## src/rtl/ixcfg_pkg.sv

```systemverilog
package ixcfg_pkg;
    localparam int IDXW   = 3;
    localparam int BANKW  = 1;
    localparam int NBANK  = 1 << BANKW;
    localparam int WORDW  = 16;
    localparam int BYTEW  = 8;
    localparam int RAHW   = 2;
    localparam int RAW    = BYTEW + RAHW;

    localparam logic [IDXW-1:0] IX_CMD  = 3'd0;
    localparam logic [IDXW-1:0] IX_GEN  = 3'd1;
    localparam logic [IDXW-1:0] IX_RALO = 3'd2;
    localparam logic [IDXW-1:0] IX_RACF = 3'd3;
    localparam logic [IDXW-1:0] IX_CTL  = 3'd4;
    localparam logic [IDXW-1:0] IX_DTIM = 3'd5;
    localparam logic [IDXW-1:0] IX_CTIM = 3'd6;

    localparam logic [WORDW-1:0] CMD_BASE0 = 16'h01F0;
    localparam logic [WORDW-1:0] CTL_BASE0 = 16'h03F6;
    localparam logic [WORDW-1:0] BANK_STEP = 16'h0080;
    localparam logic [BYTEW-1:0] GEN_RST   = 8'h01;
    localparam logic [BYTEW-1:0] DTIM_RST  = 8'hF5;
    localparam logic [BYTEW-1:0] CTIM_RST  = 8'hDE;
    localparam logic [BYTEW-1:0] GEN_RDMSK = 8'hFB;

    typedef struct packed {
        logic            autoinc;
        logic            wait1;
        logic            burst_off;
        logic            devsel_med;
        logic [BANKW-1:0] bank;
        logic [IDXW-1:0] idx;
    } ptr_t;

    typedef struct packed {
        logic [WORDW-1:0] cmd_base;
        logic [BYTEW-1:0] gen;
        logic [BYTEW-1:0] ra_lo;
        logic [RAHW-1:0]  ra_hi;
        logic             ra_en;
        logic             mode4;
        logic [WORDW-1:0] ctl_base;
        logic [BYTEW-1:0] dtim;
        logic [BYTEW-1:0] ctim;
        logic             fifo_clr;
    } bank_t;

    function automatic logic [WORDW-1:0] bank_base(logic [WORDW-1:0] base0, int b);
        return base0 - (WORDW'(b) * BANK_STEP);
    endfunction
endpackage

```

## src/rtl/ixcfg_ptr.sv

```systemverilog
module ixcfg_ptr
    import ixcfg_pkg::*;
(
    input  logic             clk,
    input  logic             rst_n,
    input  logic             wr_i,
    input  logic [BYTEW-1:0] wdata_i,
    input  logic             acc_i,
    output ptr_t             ptr_o
);
    ptr_t ptr_d, ptr_q;

    always_comb begin
        ptr_d = ptr_q;
        if (wr_i) begin
            ptr_d.autoinc    = wdata_i[7];
            ptr_d.wait1      = wdata_i[6];
            ptr_d.burst_off  = wdata_i[5];
            ptr_d.devsel_med = wdata_i[4];
            ptr_d.bank       = wdata_i[3 +: BANKW];
            ptr_d.idx        = wdata_i[IDXW-1:0];
        end else if (acc_i && ptr_q.autoinc) begin
            ptr_d.idx = ptr_q.idx + 1'b1;
        end
    end

    always_ff @(posedge clk) begin
        if (!rst_n) begin
            ptr_q <= '{autoinc: 1'b0, wait1: 1'b1, burst_off: 1'b0,
                       devsel_med: 1'b1, bank: '0, idx: '0};
        end else begin
            ptr_q <= ptr_d;
        end
    end

    assign ptr_o = ptr_q;

    // index steps by one (wrapping) after an access in auto-step mode
    p_idx_step_r4: assert property (@(posedge clk) disable iff (!rst_n)
        (acc_i && ptr_q.autoinc && !wr_i) |=> (ptr_q.idx == $past(ptr_q.idx) + 3'd1));

    // without a pointer write and without auto-step, the pointer holds
    p_idx_hold_r4: assert property (@(posedge clk) disable iff (!rst_n)
        (!wr_i && !(acc_i && ptr_q.autoinc)) |=> $stable(ptr_q));

    // a pointer write loads the written value, never a stepped one
    p_ptr_load_r11: assert property (@(posedge clk) disable iff (!rst_n)
        wr_i |=> (ptr_q.idx == $past(wdata_i[2:0]) && ptr_q.autoinc == $past(wdata_i[7])));
endmodule

```

## src/rtl/ixcfg_bank.sv

```systemverilog
module ixcfg_bank
    import ixcfg_pkg::*;
#(
    parameter int BANK = 0
) (
    input  logic             clk,
    input  logic             rst_n,
    input  logic             wr_i,
    input  logic [IDXW-1:0]  idx_i,
    input  logic [WORDW-1:0] wdata_i,
    output logic [WORDW-1:0] rdata_o,
    output bank_t            st_o
);
    bank_t bk_d, bk_q;

    always_comb begin
        bk_d = bk_q;
        bk_d.fifo_clr = 1'b0;
        if (wr_i) begin
            case (idx_i)
                IX_CMD:  bk_d.cmd_base = wdata_i;
                IX_GEN:  bk_d.gen      = wdata_i[BYTEW-1:0];
                IX_RALO: bk_d.ra_lo    = wdata_i[BYTEW-1:0];
                IX_RACF: begin
                    bk_d.ra_en    = wdata_i[7];
                    bk_d.fifo_clr = wdata_i[6];
                    bk_d.mode4    = wdata_i[4];
                    bk_d.ra_hi    = wdata_i[RAHW-1:0];
                end
                IX_CTL:  bk_d.ctl_base = wdata_i;
                IX_DTIM: bk_d.dtim     = wdata_i[BYTEW-1:0];
                IX_CTIM: bk_d.ctim     = wdata_i[BYTEW-1:0];
                default: ;
            endcase
        end
    end

    always_ff @(posedge clk) begin
        if (!rst_n) begin
            bk_q <= '{cmd_base: bank_base(CMD_BASE0, BANK), gen: GEN_RST,
                      ra_lo: '0, ra_hi: '0, ra_en: 1'b0, mode4: 1'b0,
                      ctl_base: bank_base(CTL_BASE0, BANK), dtim: DTIM_RST,
                      ctim: CTIM_RST, fifo_clr: 1'b0};
        end else begin
            bk_q <= bk_d;
        end
    end

    always_comb begin
        case (idx_i)
            IX_CMD:  rdata_o = bk_q.cmd_base;
            IX_GEN:  rdata_o = {{(WORDW-BYTEW){1'b0}}, bk_q.gen & GEN_RDMSK};
            IX_CTL:  rdata_o = bk_q.ctl_base;
            IX_DTIM: rdata_o = {{(WORDW-BYTEW){1'b0}}, bk_q.dtim};
            IX_CTIM: rdata_o = {{(WORDW-BYTEW){1'b0}}, bk_q.ctim};
            default: rdata_o = '0;
        endcase
    end

    assign st_o = bk_q;

    // an unwritten bank keeps every stored field
    p_bank_stable_r3: assert property (@(posedge clk) disable iff (!rst_n)
        !wr_i |=> ($stable(bk_q.cmd_base) && $stable(bk_q.gen) && $stable(bk_q.ra_lo)
                  && $stable(bk_q.ra_hi) && $stable(bk_q.ra_en) && $stable(bk_q.mode4)
                  && $stable(bk_q.ctl_base) && $stable(bk_q.dtim) && $stable(bk_q.ctim)));

    // the clear pulse only follows a write of index 3 with bit 6 set
    p_fifo_src_r9: assert property (@(posedge clk) disable iff (!rst_n)
        bk_q.fifo_clr |-> $past(wr_i && idx_i == IX_RACF && wdata_i[6]));

    // no clear pulse without a write in the previous cycle
    p_fifo_idle_r9: assert property (@(posedge clk) disable iff (!rst_n)
        !wr_i |=> !bk_q.fifo_clr);
endmodule

```

## src/rtl/ixcfg_regbank.sv

```systemverilog
module ixcfg_regbank
    import ixcfg_pkg::*;
(
    input  logic                 clk,
    input  logic                 rst_n,
    input  logic                 ptr_wr_i,
    input  logic [7:0]           ptr_wdata_i,
    output logic [7:0]           ptr_rdata_o,
    input  logic                 dat_wr_i,
    input  logic                 dat_rd_i,
    input  logic [15:0]          dat_wdata_i,
    output logic [15:0]          dat_rdata_o,
    output logic                 wait_state_o,
    output logic                 burst_off_o,
    output logic                 devsel_med_o,
    output logic [31:0]          cmd_base_o,
    output logic [31:0]          ctl_base_o,
    output logic [1:0]           dma_en_o,
    output logic [1:0]           drv_reset_o,
    output logic [1:0]           iordy_en_o,
    output logic [1:0]           narrow_port_o,
    output logic [1:0]           irq_low_o,
    output logic [1:0]           pwr_save_o,
    output logic [1:0]           bus_master_o,
    output logic [1:0]           io_en_o,
    output logic [19:0]          ra_count_o,
    output logic [1:0]           ra_en_o,
    output logic [1:0]           mode4_o,
    output logic [1:0]           fifo_clr_o,
    output logic [15:0]          data_tim_o,
    output logic [15:0]          cmd_tim_o
);
    ptr_t             ptr;
    logic [WORDW-1:0] rd_bank [NBANK];
    bank_t            st [NBANK];

    ixcfg_ptr u_ptr (
        .clk     (clk),
        .rst_n   (rst_n),
        .wr_i    (ptr_wr_i),
        .wdata_i (ptr_wdata_i),
        .acc_i   (dat_wr_i | dat_rd_i),
        .ptr_o   (ptr)
    );

    for (genvar b = 0; b < NBANK; b++) begin : g_bank
        ixcfg_bank #(.BANK(b)) u_bank (
            .clk     (clk),
            .rst_n   (rst_n),
            .wr_i    (dat_wr_i && (ptr.bank == BANKW'(b))),
            .idx_i   (ptr.idx),
            .wdata_i (dat_wdata_i),
            .rdata_o (rd_bank[b]),
            .st_o    (st[b])
        );

        assign cmd_base_o[b*WORDW +: WORDW] = st[b].cmd_base;
        assign ctl_base_o[b*WORDW +: WORDW] = st[b].ctl_base;
        assign dma_en_o[b]      = st[b].gen[7];
        assign drv_reset_o[b]   = st[b].gen[6];
        assign iordy_en_o[b]    = st[b].gen[5];
        assign narrow_port_o[b] = st[b].gen[4];
        assign irq_low_o[b]     = st[b].gen[3];
        assign pwr_save_o[b]    = st[b].gen[2];
        assign bus_master_o[b]  = st[b].gen[1];
        assign io_en_o[b]       = st[b].gen[0];
        assign ra_count_o[b*RAW +: RAW] = {st[b].ra_hi, st[b].ra_lo};
        assign ra_en_o[b]       = st[b].ra_en;
        assign mode4_o[b]       = st[b].mode4;
        assign fifo_clr_o[b]    = st[b].fifo_clr;
        assign data_tim_o[b*BYTEW +: BYTEW] = st[b].dtim;
        assign cmd_tim_o[b*BYTEW +: BYTEW]  = st[b].ctim;
    end

    assign dat_rdata_o  = rd_bank[ptr.bank];
    assign ptr_rdata_o  = {ptr.autoinc, ptr.wait1, 1'b0, ptr.devsel_med, ptr.bank, ptr.idx};
    assign wait_state_o = ptr.wait1;
    assign burst_off_o  = ptr.burst_off;
    assign devsel_med_o = ptr.devsel_med;

    // write-only and unused indices read as zero
    p_wo_zero_r5: assert property (@(posedge clk) disable iff (!rst_n)
        (ptr_rdata_o[2:0] == 3'd2 || ptr_rdata_o[2:0] == 3'd3 || ptr_rdata_o[2:0] == 3'd7)
        |-> (dat_rdata_o == 16'h0000));

    // byte-wide indices never return an upper byte
    p_hi_zero_r6: assert property (@(posedge clk) disable iff (!rst_n)
        (ptr_rdata_o[2:0] != 3'd0 && ptr_rdata_o[2:0] != 3'd4) |-> (dat_rdata_o[15:8] == 8'h00));

    // pointer bit 5 never reads back
    p_ptr_b5_r5: assert property (@(posedge clk) disable iff (!rst_n)
        ptr_rdata_o[5] == 1'b0);
endmodule

```

## config.mk

```make
export PLATFORM = sky130hd
export DESIGN_NAME = ixcfg_regbank
export DESIGN_NICKNAME = d
export VERILOG_FILES = /design/src/rtl/ixcfg_pkg.sv /design/src/rtl/ixcfg_ptr.sv /design/src/rtl/ixcfg_bank.sv /design/src/rtl/ixcfg_regbank.sv
export SDC_FILE = /design/constraint.sdc
export NUM_CORES = 1
export LEC_CHECK = 0
export ABC_AREA = 1
export ABC_CLOCK_PERIOD_IN_PS = 1670
export BUFFER_PORTS_ARGS = -buffer_cell sky130_fd_sc_hd__buf_2
export CORE_UTILIZATION = 48
export CTS_BUF_LIST = sky130_fd_sc_hd__clkbuf_16
export CTS_CLUSTER_DIAMETER = 30
export DETAILED_ROUTE_END_ITERATION = 6
export PLACE_DENSITY = 0.77
export SYNTH_ARGS = -nofsm -noshare
export SYNTH_HDL_FRONTEND = slang
export SYNTH_HIERARCHICAL = 1
export SYNTH_SLANG_ARGS = --single-unit
```

## constraint.sdc

```tcl
create_clock -name clk -period 1.67 [get_ports clk]
set_input_delay 0.4175 -clock clk [delete_from_list [all_inputs] [get_ports clk]]
set_output_delay 0.4175 -clock clk [all_outputs]
set_load 0.005 [all_outputs]
```

==> results of run 1 <==
[per-stage QoR]
| step | power [mW] | setup TNS (ns) | cells | util, % |
|---|---|---|---|---|
| after detailed placement | 5.23 | -2.57 | 1458 | 58.8 |
| after floorplan | 4.63 | 0 | 1089 | - |
| after global placement | 5.21 | -2.22 | 1458 | 58.8 |
| final | 9.45 | -8.01 | 1499 | 64.6 |
| after global routing | 9.77 | -9.52 | 1499 | 64.6 |
| after CTS | 9.45 | -8.23 | 1499 | 64.4 |
[critical path, cell delays in order (launching register included)]
cell     delay, ns
dfxtp_2       0.34
buf_12        0.15
nor2_4        0.12
buf_12        0.16
buf_4         0.13
nand3_1       0.06
nand2_1       0.07
inv_1         0.03
nand2_1       0.08
nand2_1       0.06
nand2_1       0.05
buf_2         0.12
[power groups by stage]
stage	logic, mW	registers, mW	clock network, mW
finish	1.55	3.72	4.17
global route	1.69	3.73	4.35
CTS	1.52	3.72	4.21
detailed placement	1.43	3.80	0
global placement	1.42	3.79	0
floorplan	0.853	3.78	0
[layer usage]
layer | routed length, um | track usage [%]
met5 | 0 | 0
met4 | 747 | 14.5
met1 | 9880 | 38.8
met2 | 10300 | 45.7
met3 | 1670 | 5.58
[Yosys cell counts]
master	n
a21boi_1	1
a21oi_1	2
and3_1	2
buf_1	4
buf_12	1
buf_2	24
buf_4	16
buf_6	12
clkbuf_1	10
clkinv_2	1
conb_1	1
dfxtp_1	146
ha_1	1
inv_1	74
inv_2	6
inv_4	3
inv_6	1
nand2_1	339
nand2_2	7
nand2_4	3
nand3_1	148
nand3_2	3
nand3_4	1
nand3b_1	14
nand4_1	23
nand4_2	2
nor2_1	211
nor2_2	4
nor2_4	7
nor2_8	1
o21ai_0	17
o21ai_1	2
or2_2	1
xor2_1	1
[cell families (layout without fill, tap and decap cells)]
family / Yosys count / after routing / synth area share (%)
DFF: 146 / 146 / 40.7
buffers and inverters: 152 / 376 / 10.9
adders and majority gates: 1 / 1 / 0.174
AOI/OAI and AO/OA: 22 / 22 / 1.57
xor gates and xnor gates: 1 / 1 / 0.122
other: 1 / 1 / 0.0522
and+or+nand+nor: 766 / 768 / 46.6
[registers in the layout (all words and copies together) (netlist names)]
name and cells:
g_bank.u_bank/st_o 138, u_ptr/ptr_o 8
[worst min-delay path by stage]
stage | start | to | slack [ns] | depth (start not counted)
2_1_floorplan | u_ptr/ptr_o[4]$_SDFFE_PN1P_ | u_ptr/ptr_o[4]$_SDFFE_PN1P_ | 0.47 | 2
3_3_place_gp | g_bank[0].u_bank/st_o[41]$_SDFFE_PN0P_ | g_bank[0].u_bank/st_o[41]$_SDFFE_PN0P_ | 0.46 | 2
3_5_place_dp | u_ptr/ptr_o[4]$_SDFFE_PN1P_ | u_ptr/ptr_o[4]$_SDFFE_PN1P_ | 0.47 | 2
4_1_cts | ptr_wdata_i[4] | u_ptr/ptr_o[4]$_SDFFE_PN1P_ | 0.19 | 3
5_1_grt | ptr_wdata_i[4] | u_ptr/ptr_o[4]$_SDFFE_PN1P_ | 0.20 | 3
6_report | ptr_wdata_i[4] | u_ptr/ptr_o[4]$_SDFFE_PN1P_ | 0.21 | 3
[area by class of cell]
cell class / instances / area share (%)
Clock buffer: 17 / 4.51
Clock inverter: 15 / 2.30
Inverter: 85 / 3.57
Multi-Input combinational cell: 793 / 38.1
Sequential cell: 146 / 31.1
Tap cell: 184 / 2.44
Timing Repair Buffer: 259 / 18.0
[timing repair]
item / CTS / global route
gates cloned: 2 / 0
gates resized for setup: 36 / 10
endpoints found under the setup margin: 17 / 17
buffers inserted: 7 / 0
pin swaps: 7 / 2
==> qor.yml, run 1 <==
clock_network:
  cts_root_buf: "clkbuf_16"
  cts-buffers-inserted: 17
  postCtsHoldBufs: 0
  clock_sinks: 146
  path_clk_slew_ns: 0.06
  tritoncts: "yes"
  clockBufferDepth: 2
  htree_levels: 4
  clock_latency_ns: 0.43
finish:
  nets: 1332
  seqCellArea_um2: 2930
  multi_input_area_um2: 3590
  fillCellCount: 1306
  final_cell_mix: "337 x nand2_1, 204 x nor2_1, 191 x buf_2"
  fin_area_um2: 9430
  area_growth_pct: 31.2
  insertedDiodeCount: 0
  drive_gt1_share_pct: 26.9
  final_common_cell: "nand2_1"
routing:
  wl_um: 22600
  drtIter0Drc: 659
  route.detailed.drc: 0
  via_per_inst: 5.19
  vias: 7779
  drtPass1Iterations: 5
  ant_nets: 0
  wl_per_cell_um: 15.1
floorplan:
  rows: 44
  die_area_um2: 15500
  dieWidth_um: 124
  die_y_um: 124
  core_area_um2: 14600
  io_pins: 194
  initial_core_util_pct: 49.3
timing:
  setup_violations: 16
  fmax_mhz: 453
  hold_slack_ns: 0.205
  rsz0062_at_grt: "true"
  drv_slew: 0
  fin_skew_ns: 0.00915
  setup_slack_ns: -0.538
  period_minus_slack_ns: 2.21
  fin_crit_sh_pct: 132
  hold_viol_final: 0
yosys:
  synth-warning-count: 6
  synth.avg_cell_area_um2: 6.60
  synth_top_cell_area_share_pct: 40.7
  syn_nets: 1119
  yosys.area.top_type: "dfxtp_1"
  syn_area_um2: 7190
  yosysUniqueCellTypes: 34
  ys_seq_area_share_pct: 40.7
  netlist_instances: 1089
  synth.area.top_cells: "dfxtp_1 41%, nand2_1 18%, nor2_1 11%"
  ys_seq_elements: 146
power:
  switching_share_pct: 27.2
  p_sw_mw: 2.57
  power_frac_seq_pct: 39.4
  p_clk_share_pct: 44.2
  combPwrFrac_pct: 16.4
  p_int_mw: 6.87
  vdd_drop_max_uv: 683
  power.leakage_nw: 4.89
  powerDensity_nw_per_um2: 1000
place:
  preCtsSetupSlack_ns: -0.193
  place_area_um2: 8580
  gp_congestion: 0.935
  hpwlAfterDp_um: 15500
  io_buffers: 192
worst_setup_path:
  worstReg2RegEnd: "g_bank[0].u_bank/st_o[65]$_SDFFE_PN0P_"
  end_kind: "output port"
  cp_max_fo: 21
  endpoint: "dat_rdata_o[0]"
  cp-startpoint: "u_ptr/ptr_o[1]$_SDFFE_PN0P_"
  crit_type: "register to output port"
  r2r_cells: 9
  reg2reg_from: "u_ptr/ptr_o[2]$_SDFFE_PN0P_"
  start_kind: "register"
  ff2ff_setup_slack_ns: 0.13
  required_ns: 1.25
  cp.arrival_ns: 1.79
global_routing:
  grt_pass1_vias: 7058
  grt_usage_pct: 29.3
  grt_pass1_wl_um: 36200
  overflow: 0
  grt_max_degree: 72
  antenna_found_initial: 0
job:
  maxCapViolations: 0
status:
  status: "complete, but fails checks"
  violations: "setup timing"
worst_hold_path:
  hold_class: "input port to register"
Power figures use the tool's default switching activity.
==> run 2: changes to the inputs <==
--- a/config.mk
+++ b/config.mk
@@ -5,14 +5,13 @@
 export SDC_FILE = /design/constraint.sdc
 export NUM_CORES = 1
 export LEC_CHECK = 0
-export ABC_AREA = 1
 export ABC_CLOCK_PERIOD_IN_PS = 1670
 export BUFFER_PORTS_ARGS = -buffer_cell sky130_fd_sc_hd__buf_2
-export CORE_UTILIZATION = 48
+export CORE_UTILIZATION = 47
 export CTS_BUF_LIST = sky130_fd_sc_hd__clkbuf_16
 export CTS_CLUSTER_DIAMETER = 30
 export DETAILED_ROUTE_END_ITERATION = 6
-export PLACE_DENSITY = 0.77
+export PLACE_DENSITY = 0.76
 export SYNTH_ARGS = -nofsm -noshare
 export SYNTH_HDL_FRONTEND = slang
 export SYNTH_HIERARCHICAL = 1
==> run 2 against run 1 <==
Against the previous run: the run still ends with setup timing left; combinational power is 12% lower; sequential share of layout area is 0.27 points lower; flip-flop and latch count stayed put; wire length is 1.8% higher; total power is 2.2% lower; setup slack worse by 0.24 ns; sequential power is 1% lower.
==> qor.yml, run 2 <==
status:
  status: "complete, but fails checks"
  violations: "setup timing"
floorplan:
  die_y_um: 122
  die_area_um2: 14900
  initial_core_util_pct: 48.6
  io_pins: 194
  dieWidth_um: 122
  rows: 43
  core_area_um2: 14000
finish:
  final_common_cell: "nand2_1"
  fin_area_um2: 9520
  insertedDiodeCount: 0
  largest_reg_flops: 138
  nets: 1025
  final_cell_mix: "192 x nand2_1, 180 x buf_2, 142 x dfxtp_1"
  fin_cells: 1188
  area_growth_pct: 40.2
  drive_gt1_share_pct: 39.3
worst_hold_path:
  hold_class: "input port to register"
yosys:
  synth_top_cell_area_share_pct: 43.0
  ys_seq_area_share_pct: 43.0
  synth_edf_count: 0
  synth-warning-count: 6
  synth.area.top_cells: "dfxtp_1 43%, nand2_1 11%, mux2i_1 9.3%"
  synth.avg_cell_area_um2: 8.94
  async_reset_ff_share_pct: 0
  syn_area_um2: 6790
  synth_top_flop_cell: "dfxtp_1"
  syn_nets: 790
  yosys.area.top_type: "dfxtp_1"
  netlist_instances: 760
  ys_top_cells_by_count: "198 x nand2_1, 146 x dfxtp_1, 63 x mux2i_1"
  yosysUniqueCellTypes: 44
  ys_seq_elements: 146
  yosysMostFrequentCell: "nand2_1"
clock_network:
  postCtsHoldBufs: 0
  tritoncts: "yes"
  cts-buffers-inserted: 17
  clockBufferDepth: 2
  clock_latency_ns: 0.42
  path_clk_slew_ns: 0.06
  htree_levels: 4
  cts_root_buf: "clkbuf_16"
  clock_sinks: 146
routing:
  wl_um: 23000
  route.detailed.drc: 0
  topRoutingLayerUsed: "met4"
  wl_per_cell_um: 19.3
  via_per_inst: 5.61
  dr_wl_met2_um: 11600
  vias: 6660
  drtPass1Iterations: 5
  met3_length_um: 1660
  drtIter0Drc: 521
  drt-met1-wl_um: 8560
  ant_nets: 0
timing:
  period_minus_slack_ns: 2.45
  fmax_mhz: 409
  hold_slack_ns: 0.216
  rsz0062_at_grt: "true"
  drv_slew: 0
  hold_viol_final: 0
  fin_crit_sh_pct: 146
  setup_slack_ns: -0.775
  tns_ns: -12.93
  fin_skew_ns: 0.00493
  setup_violations: 44
place:
  place_area_um2: 8240
  io_buffers: 192
  hpwlAfterDp_um: 15000
  gp_congestion: 0.952
  preCtsSetupSlack_ns: -0.397
  place_inst: 1137
power:
  power.leakage_nw: 4.25
  power_frac_seq_pct: 39.7
  vdd_drop_max_uv: 827
  powerDensity_nw_per_um2: 970
  p_clk_share_pct: 45.5
  p_sw_mw: 2.20
  switching_share_pct: 23.9
  p_int_mw: 7.03
  combPwrFrac_pct: 14.8
worst_setup_path:
  start_kind: "register"
  end_kind: "output port"
  cp.arrival_ns: 2.03
  cp_cell_sequence: "clkbuf_16, mux2_2, a32oi_1, o21ai_1, mux2_4, buf_6"
  cp_max_fo: 7
  cp_slowest_cell: "dfxtp_4"
  slowest_delay_ns: 0.40
  crit_type: "register to output port"
  required_ns: 1.25
  crit_family: "multiplexers"
  crit_buf_inv: 2
global_routing:
  overflow: 0
  grt_pass1_vias: 6231
  grt_usage_pct: 29.5
  grt_max_degree: 68
  antenna_found_initial: 0
  grt_pass1_wl_um: 33200
job:
  maxCapViolations: 0
-- run 2: power groups by stage --
| stage | Sequential, mW | Clock [mW] | Combinational [mW] |
|---|---|---|---|
| 2_1_floorplan | 3.73 | 0 | 0.637 |
| 3_3_place_gp | 3.75 | 0 | 1.05 |
| 3_5_place_dp | 3.75 | 0 | 1.07 |
| 4_1_cts | 3.66 | 4.23 | 1.13 |
| 5_1_grt | 3.67 | 4.38 | 1.45 |
| 6_report | 3.67 | 4.21 | 1.37 |
-- run 2: path summary, 6_finish.rpt --
kind	start	end	slack (ns)	cells past startpoint
setup / recovery	u_ptr/ptr_o[0]$_SDFFE_PN0P_	dat_rdata_o[0]	-0.78	6
hold reg to reg	g_bank[1].u_bank/st_o[63]$_SDFFE_PN0P_	g_bank[1].u_bank/st_o[63]$_SDFFE_PN0P_	0.47	2
hold / removal	ptr_wdata_i[6]	u_ptr/ptr_o[6]$_SDFFE_PN1P_	0.22	3
setup reg to reg	u_ptr/ptr_o[0]$_SDFFE_PN0P_	g_bank[0].u_bank/st_o[59]$_SDFFE_PN1P_	-0.17	7
-- run 2: logic make-up after synthesis --
| group | synth area share (%) |
|---|---|
| AO/OA/AOI/OAI | 11.0 |
| adder cells (fa/ha/maj) | 0.184 |
| buffers and inverters | 5.71 |
| flip-flops | 43.0 |
| multiplexers | 14.7 |
| other | 0.0552 |
| AND/OR/NAND/NOR | 25.3 |
-- run 2: what timing repair did --
| item | 4_1_cts | 5_1_grt |
|---|---|---|
| pin swaps | 1 | 33 |
| resized for setup | 22 | 111 |
| cloned | 1 | 4 |
| setup buffers | 2 | 12 |
| endpoints found under the setup margin | 33 | 56 |
-- run 2: cell type report --
cell class / instances / area, um^2
sequential: 146 / 2940
timing repair buffer: 280 / 1960
clock buffer: 17 / 425
clock inverter: 15 / 221
fill: 1061 / 4470
tap: 180 / 225
inverter: 4 / 15.0
multi-input combinational: 546 / 3740
-- run 2: routing by layer --
metal	up-vias	GRT usage, %
li1	3082	-
met1	3180	32.2
met2	318	50.8
met3	80	7.85
met4	0	17.7
met5	-	0
-- run 2: worst min-delay path, cell delays in order --
cell and delay [ns]:
buf_2 0.07, mux2i_1 0.06, nand2_1 0.06
-- run 2: through the flow --
stage	power (mW)	util [%]
5_1_grt	9.51	68.1
4_1_cts	9.02	64.2
3_5_place_dp	4.81	58.9
6_report	9.24	68.1
2_1_floorplan	4.37	-
3_3_place_gp	4.80	58.9
